$ cat src/rtl/phy_hs_pkg.sv
package phy_hs_pkg;

    typedef enum logic [3:0] {
        ST_IDLE,
        ST_ADR_SET,
        ST_ADR_CAP,
        ST_ADR_REL,
        ST_RD_STB,
        ST_RD_REL,
        ST_WD_SET,
        ST_WD_CAP,
        ST_WD_REL,
        ST_WR_STB,
        ST_WR_REL,
        ST_FIN
    } step_e;

    // strobe offsets above the payload field
    localparam int unsigned STB_CAPA = 0;
    localparam int unsigned STB_CAPD = 1;
    localparam int unsigned STB_WR   = 2;
    localparam int unsigned STB_RD   = 3;
    localparam int unsigned STB_N    = 4;

    function automatic logic step_waits(input step_e s);
        case (s)
            ST_ADR_CAP, ST_ADR_REL, ST_RD_STB, ST_RD_REL,
            ST_WD_CAP, ST_WD_REL, ST_WR_STB, ST_WR_REL: return 1'b1;
            default: return 1'b0;
        endcase
    endfunction

    function automatic logic step_want(input step_e s);
        case (s)
            ST_ADR_CAP, ST_RD_STB, ST_WD_CAP, ST_WR_STB: return 1'b1;
            default: return 1'b0;
        endcase
    endfunction

endpackage

$ cat src/rtl/phy_hs_poller.sv
module phy_hs_poller #(
    parameter int unsigned POLL_LIMIT = 10,
    parameter int unsigned POLL_GAP   = 4
) (
    input  logic clk,
    input  logic rst_n,
    input  logic active,
    input  logic want,
    input  logic ack,
    output logic hit,
    output logic expired
);
    localparam int unsigned CNT_W = $clog2(POLL_LIMIT + 1);
    localparam int unsigned GAP_W = (POLL_GAP > 1) ? $clog2(POLL_GAP) : 1;

    typedef struct packed {
        logic [GAP_W-1:0] gap;
        logic [CNT_W-1:0] cnt;
    } poll_t;

    poll_t p_d, p_q;
    logic  sample;

    always_comb begin
        p_d     = p_q;
        sample  = active && (p_q.gap == '0);
        hit     = sample && (ack == want);
        expired = sample && (ack != want) && (p_q.cnt == CNT_W'(POLL_LIMIT - 1));
        if (!active || hit || expired) begin
            p_d = '0;
        end else if (sample) begin
            p_d.gap = GAP_W'(POLL_GAP - 1);
            p_d.cnt = p_q.cnt + 1'b1;
        end else begin
            p_d.gap = p_q.gap - 1'b1;
        end
    end

    always_ff @(posedge clk or negedge rst_n) begin
        if (!rst_n) p_q <= '0;
        else        p_q <= p_d;
    end

    AST_SAMPLE_BOUND: assert property (@(posedge clk) disable iff (!rst_n)
        p_q.cnt < CNT_W'(POLL_LIMIT));
    AST_IDLE_CLEAR: assert property (@(posedge clk) disable iff (!rst_n)
        !active |=> (p_q.cnt == '0));

endmodule

$ cat src/rtl/phy_hs_ctl_enc.sv
module phy_hs_ctl_enc
    import phy_hs_pkg::*;
#(
    parameter int unsigned DATA_W = 16
) (
    input  step_e               step,
    input  logic [DATA_W-1:0]   addr,
    input  logic [DATA_W-1:0]   wdata,
    output logic [DATA_W+3:0]   ctl
);
    logic [DATA_W-1:0] pay;
    logic [STB_N-1:0]  stb;

    always_comb begin
        pay = '0;
        stb = '0;
        case (step)
            ST_ADR_SET, ST_ADR_REL: pay = addr;
            ST_ADR_CAP: begin
                pay = addr;
                stb[STB_CAPA] = 1'b1;
            end
            ST_RD_STB: stb[STB_RD] = 1'b1;
            ST_WD_SET, ST_WD_REL, ST_WR_REL: pay = wdata;
            ST_WD_CAP: begin
                pay = wdata;
                stb[STB_CAPD] = 1'b1;
            end
            ST_WR_STB: stb[STB_WR] = 1'b1;
            default: begin
                pay = '0;
                stb = '0;
            end
        endcase
        ctl = {stb, pay};
    end

endmodule

$ cat src/rtl/phy_regbus_seq.sv
module phy_regbus_seq
    import phy_hs_pkg::*;
#(
    parameter int unsigned DATA_W     = 16,
    parameter int unsigned POLL_LIMIT = 10,
    parameter int unsigned POLL_GAP   = 4
) (
    input  logic              clk,
    input  logic              rst_n,
    input  logic              req_valid,
    input  logic              req_write,
    input  logic [DATA_W-1:0] req_addr,
    input  logic [DATA_W-1:0] req_wdata,
    output logic              busy,
    output logic              rsp_done,
    output logic              rsp_timeout,
    output logic [DATA_W-1:0] rsp_rdata,
    output logic [DATA_W+3:0] phy_ctl,
    input  logic [DATA_W:0]   phy_stat
);
    localparam int unsigned ACK_BIT = DATA_W;
    localparam int unsigned STB_LO  = DATA_W;
    localparam int unsigned STB_HI  = DATA_W + STB_N - 1;

    typedef struct packed {
        step_e             step;
        logic              is_wr;
        logic [DATA_W-1:0] addr;
        logic [DATA_W-1:0] wdata;
        logic [DATA_W-1:0] rdata;
        logic              tmo_pend;
        logic              done;
        logic              tmo;
    } seq_t;

    seq_t s_d, s_q;
    logic poll_hit, poll_exp;

    phy_hs_poller #(
        .POLL_LIMIT (POLL_LIMIT),
        .POLL_GAP   (POLL_GAP)
    ) u_poll (
        .clk     (clk),
        .rst_n   (rst_n),
        .active  (step_waits(s_q.step)),
        .want    (step_want(s_q.step)),
        .ack     (phy_stat[ACK_BIT]),
        .hit     (poll_hit),
        .expired (poll_exp)
    );

    phy_hs_ctl_enc #(
        .DATA_W (DATA_W)
    ) u_enc (
        .step  (s_q.step),
        .addr  (s_q.addr),
        .wdata (s_q.wdata),
        .ctl   (phy_ctl)
    );

    always_comb begin
        s_d      = s_q;
        s_d.done = 1'b0;
        s_d.tmo  = 1'b0;
        case (s_q.step)
            ST_IDLE: begin
                if (req_valid) begin
                    s_d.step     = ST_ADR_SET;
                    s_d.is_wr    = req_write;
                    s_d.addr     = req_addr;
                    s_d.wdata    = req_wdata;
                    s_d.tmo_pend = 1'b0;
                end
            end
            ST_ADR_SET: s_d.step = ST_ADR_CAP;
            ST_WD_SET:  s_d.step = ST_WD_CAP;
            ST_FIN: begin
                s_d.step = ST_IDLE;
                s_d.done = 1'b1;
                s_d.tmo  = s_q.tmo_pend;
            end
            default: begin
                if (poll_exp) begin
                    s_d.step     = ST_FIN;
                    s_d.tmo_pend = 1'b1;
                end else if (poll_hit) begin
                    case (s_q.step)
                        ST_ADR_CAP: s_d.step = ST_ADR_REL;
                        ST_ADR_REL: s_d.step = s_q.is_wr ? ST_WD_SET : ST_RD_STB;
                        ST_RD_STB: begin
                            s_d.step  = ST_RD_REL;
                            s_d.rdata = phy_stat[DATA_W-1:0];
                        end
                        ST_RD_REL:  s_d.step = ST_FIN;
                        ST_WD_CAP:  s_d.step = ST_WD_REL;
                        ST_WD_REL:  s_d.step = ST_WR_STB;
                        ST_WR_STB:  s_d.step = ST_WR_REL;
                        ST_WR_REL:  s_d.step = ST_FIN;
                        default:    s_d.step = ST_FIN;
                    endcase
                end
            end
        endcase
    end

    always_ff @(posedge clk or negedge rst_n) begin
        if (!rst_n) begin
            s_q      <= '0;
            s_q.step <= ST_IDLE;
        end else begin
            s_q <= s_d;
        end
    end

    assign busy        = (s_q.step != ST_IDLE);
    assign rsp_done    = s_q.done;
    assign rsp_timeout = s_q.tmo;
    assign rsp_rdata   = s_q.rdata;

    AST_SINGLE_STROBE: assert property (@(posedge clk) disable iff (!rst_n)
        $onehot0(phy_ctl[STB_HI:STB_LO]));
    AST_STROBE_DROP_ACKED: assert property (@(posedge clk) disable iff (!rst_n)
        ($past(phy_ctl[STB_HI:STB_LO]) != '0 && phy_ctl[STB_HI:STB_LO] == '0)
        |-> ($past(phy_stat[ACK_BIT]) || phy_ctl == '0));
    AST_TMO_WITH_DONE: assert property (@(posedge clk) disable iff (!rst_n)
        rsp_timeout |-> rsp_done);
    AST_DONE_QUIET: assert property (@(posedge clk) disable iff (!rst_n)
        rsp_done |-> (phy_ctl == '0 && !busy));
    AST_DONE_PULSE: assert property (@(posedge clk) disable iff (!rst_n)
        rsp_done |=> !rsp_done);
    AST_BUSY_HOLD: assert property (@(posedge clk) disable iff (!rst_n)
        (busy && req_valid) |=> $stable(s_q.addr));

endmodule

$ cat config.mk
export PLATFORM = sky130hd
export DESIGN_NAME = phy_regbus_seq
export DESIGN_NICKNAME = d
export VERILOG_FILES = /design/src/rtl/phy_hs_pkg.sv /design/src/rtl/phy_hs_poller.sv /design/src/rtl/phy_hs_ctl_enc.sv /design/src/rtl/phy_regbus_seq.sv
export SDC_FILE = /design/constraint.sdc
export NUM_CORES = 1
export LEC_CHECK = 0
export BUFFER_PORTS_ARGS = -buffer_cell sky130_fd_sc_hd__buf_4
export CAP_MARGIN = 20
export CORE_MARGIN = 4
export CORE_UTILIZATION = 45
export DETAILED_ROUTE_END_ITERATION = 10
export PLACE_DENSITY = 0.72
export SETUP_SLACK_MARGIN = 0.2
export SYNTH_ARGS = -nofsm -noshare
export SYNTH_HDL_FRONTEND = slang
export SYNTH_HIERARCHICAL = 1
export SYNTH_SLANG_ARGS = --single-unit
$ cat constraint.sdc
create_clock -name clk -period 2.72 [get_ports clk]
set_input_delay 0.544 -clock clk [delete_from_list [all_inputs] [get_ports clk]]
set_output_delay 0.544 -clock clk [all_outputs]
set_load 0.01 [all_outputs]
# ---- Word level (Yosys, flattened, before mapping)
# Memory sizes are Yosys's and may differ from the RTL's.
# Cells that the tools add are included.
dict set report totals {
  inputBits 53
  memories 1
  ff_bits 62
  elab_cells 71
  romBits 16
  out_inout_bits 39
}
# memory words word_bits read_ports rd_ports_with_merged_regs wr line_no
set memory_table {}
lappend memory_table {{(no name shown)} 16 1 1 0 0 phy_hs_pkg.sv:26} ;# case (s)
dict set report classes {
  eq_ne 14
  mux 19
  n_reduce_logical 22
  addsub 2
  bitwise 3
}
# operator n
set ops {}
lappend ops {{37-bit 2-to-1 mux} 1}
lappend ops {{16-bit one-hot mux with 2 select lines} 1}
lappend ops {{4-bit one-hot mux with 6 select lines} 1}
lappend ops {{4-bit == test (second input constant)} 5}
lappend ops {{4-bit one-hot mux with 4 select lines} 1}
lappend ops {{4-bit by 3-bit == test with 1-bit output (second input constant)} 3}
lappend ops {{4-bit 2-to-1 mux} 3}
lappend ops {{4-bit OR reduction} 3}
lappend ops {{4-bit by 2-bit == test with 1-bit output (second input constant)} 2}
lappend ops {{1-bit 2-to-1 mux} 7}
lappend ops {{2-bit 2-to-1 mux} 3}
lappend ops {{6-bit 2-to-1 mux} 1}
lappend ops {{6-bit nonzero test} 1}
lappend ops {{3-bit OR reduction} 2}
lappend ops {{4-bit by 1-bit adder with 4-bit output (second input constant)} 1}
lappend ops {{4-bit by 1-bit == test with 1-bit output (second input constant)} 1}
lappend ops {{1-bit logical AND} 4}
lappend ops {{4-bit zero test} 1}
lappend ops {{2-bit AND reduction} 2}
lappend ops {{4-bit AND reduction} 1}
lappend ops {{2-bit nonzero test} 2}
lappend ops {{4-bit nonzero test} 1}
lappend ops {{1-bit inverter} 3}
lappend ops {{3-bit AND reduction} 1}
lappend ops {{8 further kinds} 9}

# ---- Depth between registers and ports, before layout
# Gate-level depths: netlist of the first run.
dict set report logic_depth {
  ltp_word 8
  mapped_depth 12
  mapped_depth_nobuf 10
}

# ---- Modules after synthesis
# Netlist of the first run, hierarchy kept.
# mod cells_per_inst area_each_um2 instances
set modules_own_cells {}
lappend modules_own_cells {phy_regbus_seq 181 2635.0 1}
lappend modules_own_cells {phy_hs_ctl_enc 65 673.1 1}
lappend modules_own_cells {phy_hs_poller 40 376.6 1}

# ---- Worst setup path after synthesis of the first run
# Ideal clock, no wire load.
dict set report synth_path {
  kind {reg2reg}
  start {reg, netlist name s_q[55]}
  end {reg s_q (netlist bit rsp_rdata[0])}
  arrival_time_ns 2.636
  setup_time_ns 0.128
  stages_incl_launch_ff 12
  synth_period_minus_slack_ns 2.764
  required_time_ns 2.592
  setup_slack_ns -0.044
  path_cell_list {dfrtp_1 buf_4 clkbuf_1 nand2_1 a21boi_0 a211oi_1 inv_1 nor3_1 inv_1 nand4b_4 buf_2 mux2_1}
}
dict set report synth_via {
  elab_chain_len 8
}
# element line_no
set synth_lines {}
lappend synth_lines {{4-bit by 3-bit == test with 1-bit output, or another cell as far along} phy_hs_pkg.sv:34} ;# case (s)
lappend synth_lines {{4-bit OR reduction} phy_hs_pkg.sv:34}
lappend synth_lines {{1-bit 2-to-1 mux} phy_hs_pkg.sv:34}
lappend synth_lines {{1-bit != test} phy_hs_poller.sv:28} ;# expired = sample && (ack != want) && (p_q.cnt == CNT_W'(POLL_LIMIT - 1));
lappend synth_lines {{1-bit logical AND (*) (2 in series)} phy_hs_poller.sv:28}
lappend synth_lines {{net poll_exp} phy_regbus_seq.sv:37} ;# logic poll_hit, poll_exp;
lappend synth_lines {{1-bit inverter (no source line) (*)} -}
lappend synth_lines {{4-bit AND reduction (no source line) (*)} -}
lappend synth_lines {{end, declared} phy_regbus_seq.sv:36} ;# seq_t s_d, s_q;
# Mark *: on every way through the listed nets, which the timed path passes. The rest lies on a longest branch.
# A chain may end at the register's enable or synchronous reset.

# ---- Final worst setup path of the first run
dict set report layout_path {
  start {reg, netlist name s_q[54]}
  end {reg, netlist name s_q[53]}
}
dict set report layout_via {
  elab_chain_len 8
}
# element line_no
set layout_lines {}
lappend layout_lines {{4-bit by 3-bit == test with 1-bit output, or another cell as far along} phy_hs_pkg.sv:34}
lappend layout_lines {{4-bit OR reduction} phy_hs_pkg.sv:34}
lappend layout_lines {{1-bit 2-to-1 mux} phy_hs_pkg.sv:34}
lappend layout_lines {{1-bit != test} phy_hs_poller.sv:28}
lappend layout_lines {{1-bit logical AND (*) (2 in series)} phy_hs_poller.sv:28}
lappend layout_lines {{net poll_exp} phy_regbus_seq.sv:37}
lappend layout_lines {{4-bit 2-to-1 mux or 6-bit nonzero test (tied branches)} -}
lappend layout_lines {{4-bit one-hot mux with 4 select lines or 2-bit AND reduction (tied branches)} -}
# Mark *: on every way through the listed nets, which the timed path passes. The rest lies on a longest branch. The select of a mux whose other input is x is not followed.

==> results of run 1 <==
==> sequential cells by signal, indices dropped and copies added, names as in the netlist <==
name / count
rsp_done: 1
u_poll/p_q: 6
rsp_timeout: 1
rsp_rdata: 16
s_q: 38
==> synth_stat cells (3+ instances only) <==
| cell type | count |
|---|---|
| nand2_1 | 7 |
| mux2_2 | 12 |
| nand3b_1 | 4 |
| mux2_1 | 16 |
| buf_4 | 18 |
| dfrtp_1 | 62 |
| inv_1 | 6 |
| a221o_1 | 16 |
| buf_2 | 10 |
| a2111oi_0 | 5 |
| nor2_1 | 5 |
| buf_6 | 4 |
| ha_1 | 3 |
| nand2b_1 | 5 |
| a21oi_1 | 4 |
| nor4bb_1 | 17 |
| nand4b_1 | 3 |
| clkbuf_1 | 5 |
| xnor2_1 | 3 |
| nor3_1 | 4 |
| mux2_4 | 41 |
==> final timing paths <==
path	from	to	slack, ns	cells past startpoint
worst max-delay path	s_q[54]	s_q[53]	0.29	9
worst min-delay path	rst_n	s_q[25]	0.27	1
worst max register to register	s_q[54]	s_q[53]	0.29	9
worst min register to register	rsp_rdata[0]	rsp_rdata[0]	0.49	1
max in group asynchronous	rst_n	s_q[54]	1.87	1
min in group clk	phy_stat[7]	rsp_rdata[7]	0.41	2
==> layout make-up <==
cell class / instances / area (sq um) / share of cell area [%]
repair buffers: 108 / 831 / 17.9
flip-flops and latches: 62 / 1560 / 33.5
well taps: 102 / 128 / 2.75
clock inverters: 7 / 65.1 / 1.40
clock buffers: 9 / 124 / 2.67
multi-input cells: 179 / 1910 / 41.1
inverters: 8 / 30.0 / 0.647
==> power groups by stage <==
stage / Combinational, uW / Sequential, uW / Clock, uW
detailed placement: 3160 / 1690 / 0
global placement: 3110 / 1670 / 0
CTS: 3230 / 1680 / 803
finish: 3330 / 1690 / 779
floorplan: 2390 / 1580 / 0
global route: 3570 / 1760 / 838
==> layer usage <==
metal  part of all wire (%)  track usage (%)
met5                      0                0
met4                    1.6             6.20
met3                    5.5             4.53
met2                     49             28.0
met1                     44             21.9
==> kinds of logic after synthesis <==
family                   Yosys count
AND/OR/NAND/NOR                   63
adder cells (fa/ha/maj)            3
flip-flops                        62
multiplexers                      69
XOR/XNOR                           4
AO/OA/AOI/OAI                     39
buffers and inverters             46
==> worst max-delay path, stage by stage (launching register included) <==
cell and delay (ns):
dfrtp_2 0.47, nand2b_2 0.19, o21ai_1 0.06, nand2_1 0.11, o31ai_4 0.09, xnor2_2 0.33, nor3_4 0.10, a2111oi_0 0.55
nor3_1 0.11, mux2_4 0.28
==> through the flow <==
| stage | util (%) | worst slack [ns] | power, uW | hold WS [ns] |
|---|---|---|---|---|
| finish | 59.2 | 0.295 | 5800 | 0.271 |
| global route | 59.2 | 0.185 | 6170 | 0.344 |
| detailed placement | 55.4 | 0.181 | 4850 | 0.483 |
| global placement | 55.4 | 0.294 | 4770 | 0.474 |
| CTS | 58.2 | 0.244 | 5710 | 0.305 |
| floorplan | - | 0.211 | 3970 | 0.248 |
==> what timing repair did <==
item                       CTS  global route
hold buffers                 0             0
pin swaps                    1             3
buffers inserted             2             2
gates resized for setup      1            13
cloned                       0             1
setup endpoints to repair   17            33
==> metrics, run 1 <==
status complete, no violations; Tot GR Track Use 17.1%; post-synthesis compound-gate area fraction 9.17%; actual slew at the worst max-slew pin 0.776 ns; Clk pwr share 13.4%; fill cell count 665; I/O Pins 92; most frequent cells in the layout buf_4, dfrtp_1, mux2_4; Finished Layout Cells 475; routability cong. 1.03; CTS Buffer Depth 2; Worst setup SP type flip-flop; I/O Buffers 91; Synth area leader dfrtp_1; dominant combinational cell family by area after synthesis multiplexers; Leak 0.00226 uW; Synth top area share 42.1%; Post-synth EDFFs 0; ANT cells 0; Final Cycle Share 89.2%; sw frac 36.7%; # setup viols final 0; Synth Register Bits 62; area delta synth->final 26.0%; Worst Skew 0.00776 ns; first-pass GRT wire length 13.3 mm; Worst Path Arrival 2.64 ns; CP Max Fanout 8; DR vias 2613; Starting Density 47.0%; CTS Buf Count 9; H-tree depth 3; synthesized cell area 3680 sq um; root buf cell clkbuf_8; TNS Setup 0 ns; post-place instance area 4350 sq um; post-synthesis sequential area ratio 42.1%; die width 98.5 microns; synthesized instance count 286; Pins Over Slew Limit 0; Worst EP required 2.93 ns; Sequential Power Share 29.2%; Distinct cells, synth 53; Vias/cell 5.50; mux cell area share after synthesis 25.3%; wire per inst 17.8 microns; Die H 98.5 microns; Critical Path End Type flip-flop; TritonCTS clock tree yes; final hold violation count 0; internal power 3670 uW; DRT iter0 DRCs 89; Mean Syn Cell Area 12.9 sq um; Gate power share 57.4%; Max VDD drop 0.484 mV; RSZ-0062 raised after global routing yes; Fmax 0.412 GHz; final wirelength 8.45 mm; Worst Hold Class input port to asynchronous set/reset pin; dominant cells by area after synthesis dfrtp_1, mux2_4, mux2_1; Post-Synth XOR/XNOR Area 0.951%; later-pin clock latency in the skew report 0.34 ns; pin count of the biggest net entering global routing 63; Cells after DPL 454; Synth async-reset ratio 100%; vias in the first global route 2659; yosys warns 6; initial antenna violation count 0; GRT Residual Overflow 0; Post-DP HPWL 5.59 mm; pwr/cell area 1250 nW/um^2; DRC Markers 0; CTS sink cnt 62; maxcap violations 0; commonest non-fill, non-tap cell in the layout buf_4; ANT nets after route 0; Post-Synth Adder-Cell Area 1.02%; Synth Flop Type dfrtp_1; clk slew on worst S/H paths 0.07 ns; Site Rows 32; Die ar. 9700 sq um; crit path time final 2.43 ns; switching power 2130 uW; crit path kind flip-flop to flip-flop; fraction of layout cells with a size suffix above 1 53.4%; Worst slew margin 48.3%; syn_nets 342; Core Footprint 7850 sq um; Final nets 424; simple-gate portion of the synthesized area 13.4%; final instance area 4640 sq um; First-pass DRT Iterations 6
Power figures use the tool's default switching activity.
==> run 2: changes to the inputs <==
--- a/config.mk
+++ b/config.mk
@@ -11,6 +11,7 @@
 export CORE_UTILIZATION = 45
 export DETAILED_ROUTE_END_ITERATION = 10
 export PLACE_DENSITY = 0.72
+export RECOVER_POWER = 25
 export SETUP_SLACK_MARGIN = 0.2
 export SYNTH_ARGS = -nofsm -noshare
 export SYNTH_HDL_FRONTEND = slang
==> run 2 against run 1 <==
Compared with the run above: the run now ends with capacitance limit, slew limit left; register-to-register slack about the same; setup slack improved by 0.0070 ns; clock power increased by 0.5%; cell count stayed put; die area stayed put; via count is 0.46% lower; count of clock-buffer cells in the layout did not move; critical path type unchanged.
==> metrics, run 2 (synthesis gave the netlist of run 1 again) <==
pre-CTS WS 0.181 ns; die width 98.5 microns; RSZ-0062 raised after global routing yes; first-pass GRT wire length 13.3 mm; Post-CTS Hold Buffers 0; commonest non-fill, non-tap cell in the layout buf_4; Worst Hold Class input port to flip-flop; Worst slew margin -2.02%; actual slew at the worst max-slew pin 1.53 ns; Worst EP required 2.94 ns; maxcap violations 1; GRT Residual Overflow 0; I/O Pins 92; R2R Path End s_q[53]; fill cell count 666; TNS Setup 0 ns; Worst Hold End rsp_rdata[7]; switching power 2130 uW; worst r2r path cells 9; crit path time final 2.42 ns; ANT nets after route 0; I/O Buffers 91; clk slew on worst S/H paths 0.08 ns; Worst Path Arrival 2.64 ns; Post-DP HPWL 5.59 mm; later-pin clock latency in the skew report 0.34 ns; root buf cell clkbuf_8; # setup viols final 0; First-pass DRT Iterations 5; Sequential Power Share 29.1%; sw frac 36.7%; wire per inst 17.7 microns; Starting Density 47.0%; largest reg by FF count s_q; Gate power share 57.4%; failing checks capacitance limit, slew limit; vias in the first global route 2659; Worst Skew 0.00950 ns; pin count of the biggest net entering global routing 63; Clk pwr share 13.5%; Critical Path End Type flip-flop; Pins Over Slew Limit 63; Core Footprint 7850 sq um; DRC Markers 0; internal power 3670 uW; Final Cycle Share 88.9%; CTS Buf Count 9; FF-to-FF Start s_q[54]; Site Rows 32; Final nets 424; CTS sink cnt 62; Max VDD drop 0.483 mV; Fmax 0.414 GHz; crit path kind flip-flop to flip-flop; Leak 0.00226 uW; final wirelength 8.42 mm; initial antenna violation count 0; CTS Buffer Depth 2; Die H 98.5 microns; H-tree depth 3; CP Max Fanout 8; Die ar. 9700 sq um; pwr/cell area 1250 nW/um^2; Worst setup SP type flip-flop; TritonCTS clock tree yes; Setup WS post-layout 0.302 ns; status finished with violations; Vias/cell 5.48; ANT cells 0; R2R setup slack 0.30 ns; most frequent cells in the layout buf_4, dfrtp_1, mux2_4; Tot GR Track Use 17.1%; max reg flops 38; DRT iter0 DRCs 89; DR vias 2601; final hold violation count 0; fraction of layout cells with a size suffix above 1 53.4%; worst hold start phy_stat[7]; routability cong. 1.03; hold path cells 2; area delta synth->final 25.9%
run 2: through the flow:
stage | cells | hold WS (ns) | utilization (%) | cell area, sq um | total power [uW]
global placement | 454 | 0.474 | 55.4 | 4350 | 4770
detailed placement | 454 | 0.483 | 55.4 | 4350 | 4850
floorplan | 286 | 0.248 | - | 3710 | 3970
global route | 475 | 0.404 | 59.1 | 4640 | 6170
finish | 475 | 0.409 | 59.1 | 4640 | 5800
CTS | 472 | 0.305 | 58.2 | 4570 | 5710
run 2: worst max path at each step:
stage | startpoint | endpoint | depth (start not counted)
after CTS | s_q[54] | phy_ctl[1] | 4
after global routing | s_q[54] | s_q[52] | 10
after detailed placement | s_q[52] | s_q[55] | 8
after floorplan | s_q[53] | s_q[55] | 10
final | s_q[54] | s_q[53] | 9
after global placement | s_q[54] | s_q[52] | 10
run 2: worst max-delay path: stages (launching register included):
cell and delay, ns:
dfrtp_2 0.48, nand2b_2 0.19, o21ai_1 0.06, nand2_1 0.11, o31ai_4 0.10, xnor2_2 0.33
nor3_4 0.10, a2111oi_0 0.55, nor3_1 0.11, mux2_4 0.28
run 2: what timing repair did:
item | CTS | global route
gates cloned | 0 | 1
buffers inserted | 2 | 2
resized for setup | 1 | 13
pin swaps | 1 | 3
endpoints found under the setup margin | 17 | 33
run 2: routing by layer:
layer	up-vias	part of all wire, %	wire length [microns]	global-route usage, %
met5	-	0	0	0
met4	0	1.8	150	6.20
met3	13	5.3	444	4.53
met2	80	49	4150	28.0
met1	1282	44	3680	21.9
li1	1226	-	-	-
run 2: cell type report:
cell class / count / area, sq um / share of cell area, %
clock buffer: 9 / 124 / 2.67
inverter: 8 / 30.0 / 0.647
timing repair buffer: 108 / 828 / 17.9
sequential: 62 / 1560 / 33.5
clock inverter: 7 / 65.1 / 1.40
tap: 102 / 128 / 2.75
multi-input combinational: 179 / 1910 / 41.1
run 2: power by group through the flow:
stage	logic, uW	clock network [uW]	registers (uW)
global placement	3110	0	1670
finish	3330	783	1690
detailed placement	3160	0	1690
CTS	3230	803	1680
floorplan	2390	0	1580
global route	3570	838	1760
==> run 3: changes to the inputs <==
--- a/config.mk
+++ b/config.mk
@@ -5,13 +5,13 @@
 export SDC_FILE = /design/constraint.sdc
 export NUM_CORES = 1
 export LEC_CHECK = 0
-export BUFFER_PORTS_ARGS = -buffer_cell sky130_fd_sc_hd__buf_4
 export CAP_MARGIN = 20
 export CORE_MARGIN = 4
 export CORE_UTILIZATION = 45
 export DETAILED_ROUTE_END_ITERATION = 10
-export PLACE_DENSITY = 0.72
+export DONT_BUFFER_PORTS = 1
 export RECOVER_POWER = 25
+export REMOVE_ABC_BUFFERS = 1
 export SETUP_SLACK_MARGIN = 0.2
 export SYNTH_ARGS = -nofsm -noshare
 export SYNTH_HDL_FRONTEND = slang
==> constraint.sdc (replaced) <==
create_clock -name clk -period 2.72 [get_ports clk]
set_input_delay 0.408 -clock clk [delete_from_list [all_inputs] [get_ports clk]]
set_output_delay 0.408 -clock clk [all_outputs]
set_load 0.01 [all_outputs]
==> run 3 against run 2 <==
Compared with the run above: the run still ends with capacitance limit, slew limit left; count of clock-buffer cells in the layout rose by 1; clock skew fell by 0.0019 ns; setup slack improved by 0.040 ns; clock power fell by 4.3%; routed wire length fell by 9.0%; die area did not move; sequential share of layout area rose by 5.5 points; critical path depth rose by 1; maximum frequency rose by 1.7%; hold slack got worse by 0.21 ns.
==> metrics, run 3 (synthesis gave the netlist of run 1 again) <==
crit path buf inv count 0; maxcap violations 1; # setup viols final 0; Worst Hold Class input port to flip-flop; Final Cycle Share 87.4%; CP delay by family, top compound AO/OA/AOI/OAI gates; First-pass DRT Iterations 4; fill cell count 708; crit-path most repeated cell o21ai_1; Starting Density 47.0%; Tot GR Track Use 15.5%; Finished Layout Cells 389; Fmax 0.420 GHz; Pins Over Slew Limit 63; DR vias 2276; Worst Skew 0.00763 ns; CP max-delay cell dfrtp_2; initial antenna violation count 0; Cells after DPL 364; Critical Path End Type flip-flop; TritonCTS clock tree yes; routability cong. 0.840; CTS Buf Count 9; largest reg by FF count s_q; Core Footprint 7850 sq um; fraction of layout cells with a size suffix above 1 39.0%; CTS sink cnt 62; Die H 98.5 microns; most frequent cells in the layout dfrtp_1, mux2_4, buf_4, nor4bb_1; clk slew on worst S/H paths 0.07 ns; worst path cell trace nand2b_2 -> o21ai_1 -> nand2_1 -> o31ai_2 -> xnor2_2 -> and3_4 -> nor2_1 -> o21ai_1 -> o32a_4 -> mux2_1; Vias/cell 5.85; Final nets 338; crit path time final 2.38 ns; Max VDD drop 0.540 mV; ANT nets after route 0; I/O Pins 92; first-pass GRT wire length 12.1 mm; DRC Markers 0; Worst path max stage delay 0.47 ns; area delta synth->final 8.05%; CP Max Fanout 9; Post-DP HPWL 4.75 mm; final hold violation count 0; pwr/cell area 1300 nW/um^2; pin count of the biggest net entering global routing 63; Worst slew margin -2.47%; Worst Path Arrival 2.60 ns; Worst EP required 2.94 ns; H-tree depth 3; ANT cells 0; later-pin clock latency in the skew report 0.33 ns; RSZ-0062 raised after global routing no; root buf cell clkbuf_8; wire per inst 19.7 microns; Leak 0.00183 uW; Die ar. 9700 sq um; max reg flops 38; Site Rows 32; crit path kind flip-flop to flip-flop; I/O Buffers 0; vias in the first global route 2384; Worst setup SP type flip-flop; status finished with violations; actual slew at the worst max-slew pin 1.54 ns; failing checks capacitance limit, slew limit; DRT iter0 DRCs 101; CTS Buffer Depth 2; GRT Residual Overflow 0; commonest non-fill, non-tap cell in the layout dfrtp_1; TNS Setup 0 ns; final wirelength 7.67 mm; die width 98.5 microns
## run 3: repair_timing
action,in CTS,in global routing
gates cloned,0,1
hold buffers,2,0
gates resized for setup,3,14
buffers inserted,2,4
pin swaps,0,2
setup endpoints to repair,36,37
endpoints found under the hold margin,62,0
## run 3: layer usage
layer  GRT usage, %  up-vias  wire length (microns)
met5              0        -                      0
met4           4.41        0                     77
met3           7.36        6                    670
met2           23.9       71                   3710
met1           19.4     1144                   3210
li1               -     1055                      -
## run 3: final cells by class
class / instances / area [sq um] / share of cell area, %
Tap cell: 102 / 128 / 3.21
Timing Repair Buffer: 22 / 185 / 4.65
Clock inverter: 6 / 45.0 / 1.13
Inverter: 8 / 30.0 / 0.754
Multi-Input combinational cell: 179 / 1900 / 47.7
Sequential cell: 62 / 1560 / 39.1
Clock buffer: 10 / 138 / 3.46
## run 3: stage by stage
step                worst slack, ns  hold WS (ns)  cell area (sq um)  total power (uW)  utilization (%)
floorplan                    -0.702         0.112               3420              3660                -
CTS                           0.188         0.175               3920              5100             49.9
detailed placement            0.113         0.114               3650              4240             46.5
global placement              0.151         0.114               3650              4190             46.5
finish                        0.341         0.197               3980              5170             50.7
global route                  0.168         0.162               3980              5550             50.7
## run 3: worst paths after layout
| path | from | endpoint | slack, ns | depth (start not counted) |
|---|---|---|---|---|
| worst max-delay path | s_q[54] | s_q[55] | 0.34 | 10 |
| worst min-delay path | phy_stat[6] | rsp_rdata[6] | 0.20 | 1 |
| worst max register to register | s_q[54] | s_q[55] | 0.34 | 10 |
| worst min register to register | s_q[51] | s_q[51] | 0.51 | 1 |
| max in group asynchronous | rst_n | s_q[52] | 0.67 | 2 |
| min in group asynchronous | rst_n | rsp_rdata[6] | 1.02 | 2 |
## run 3: power by group
group,switching (uW),internal (uW)
registers,396,1350
logic,1220,1460
clock network,387,362
total,2000,3170
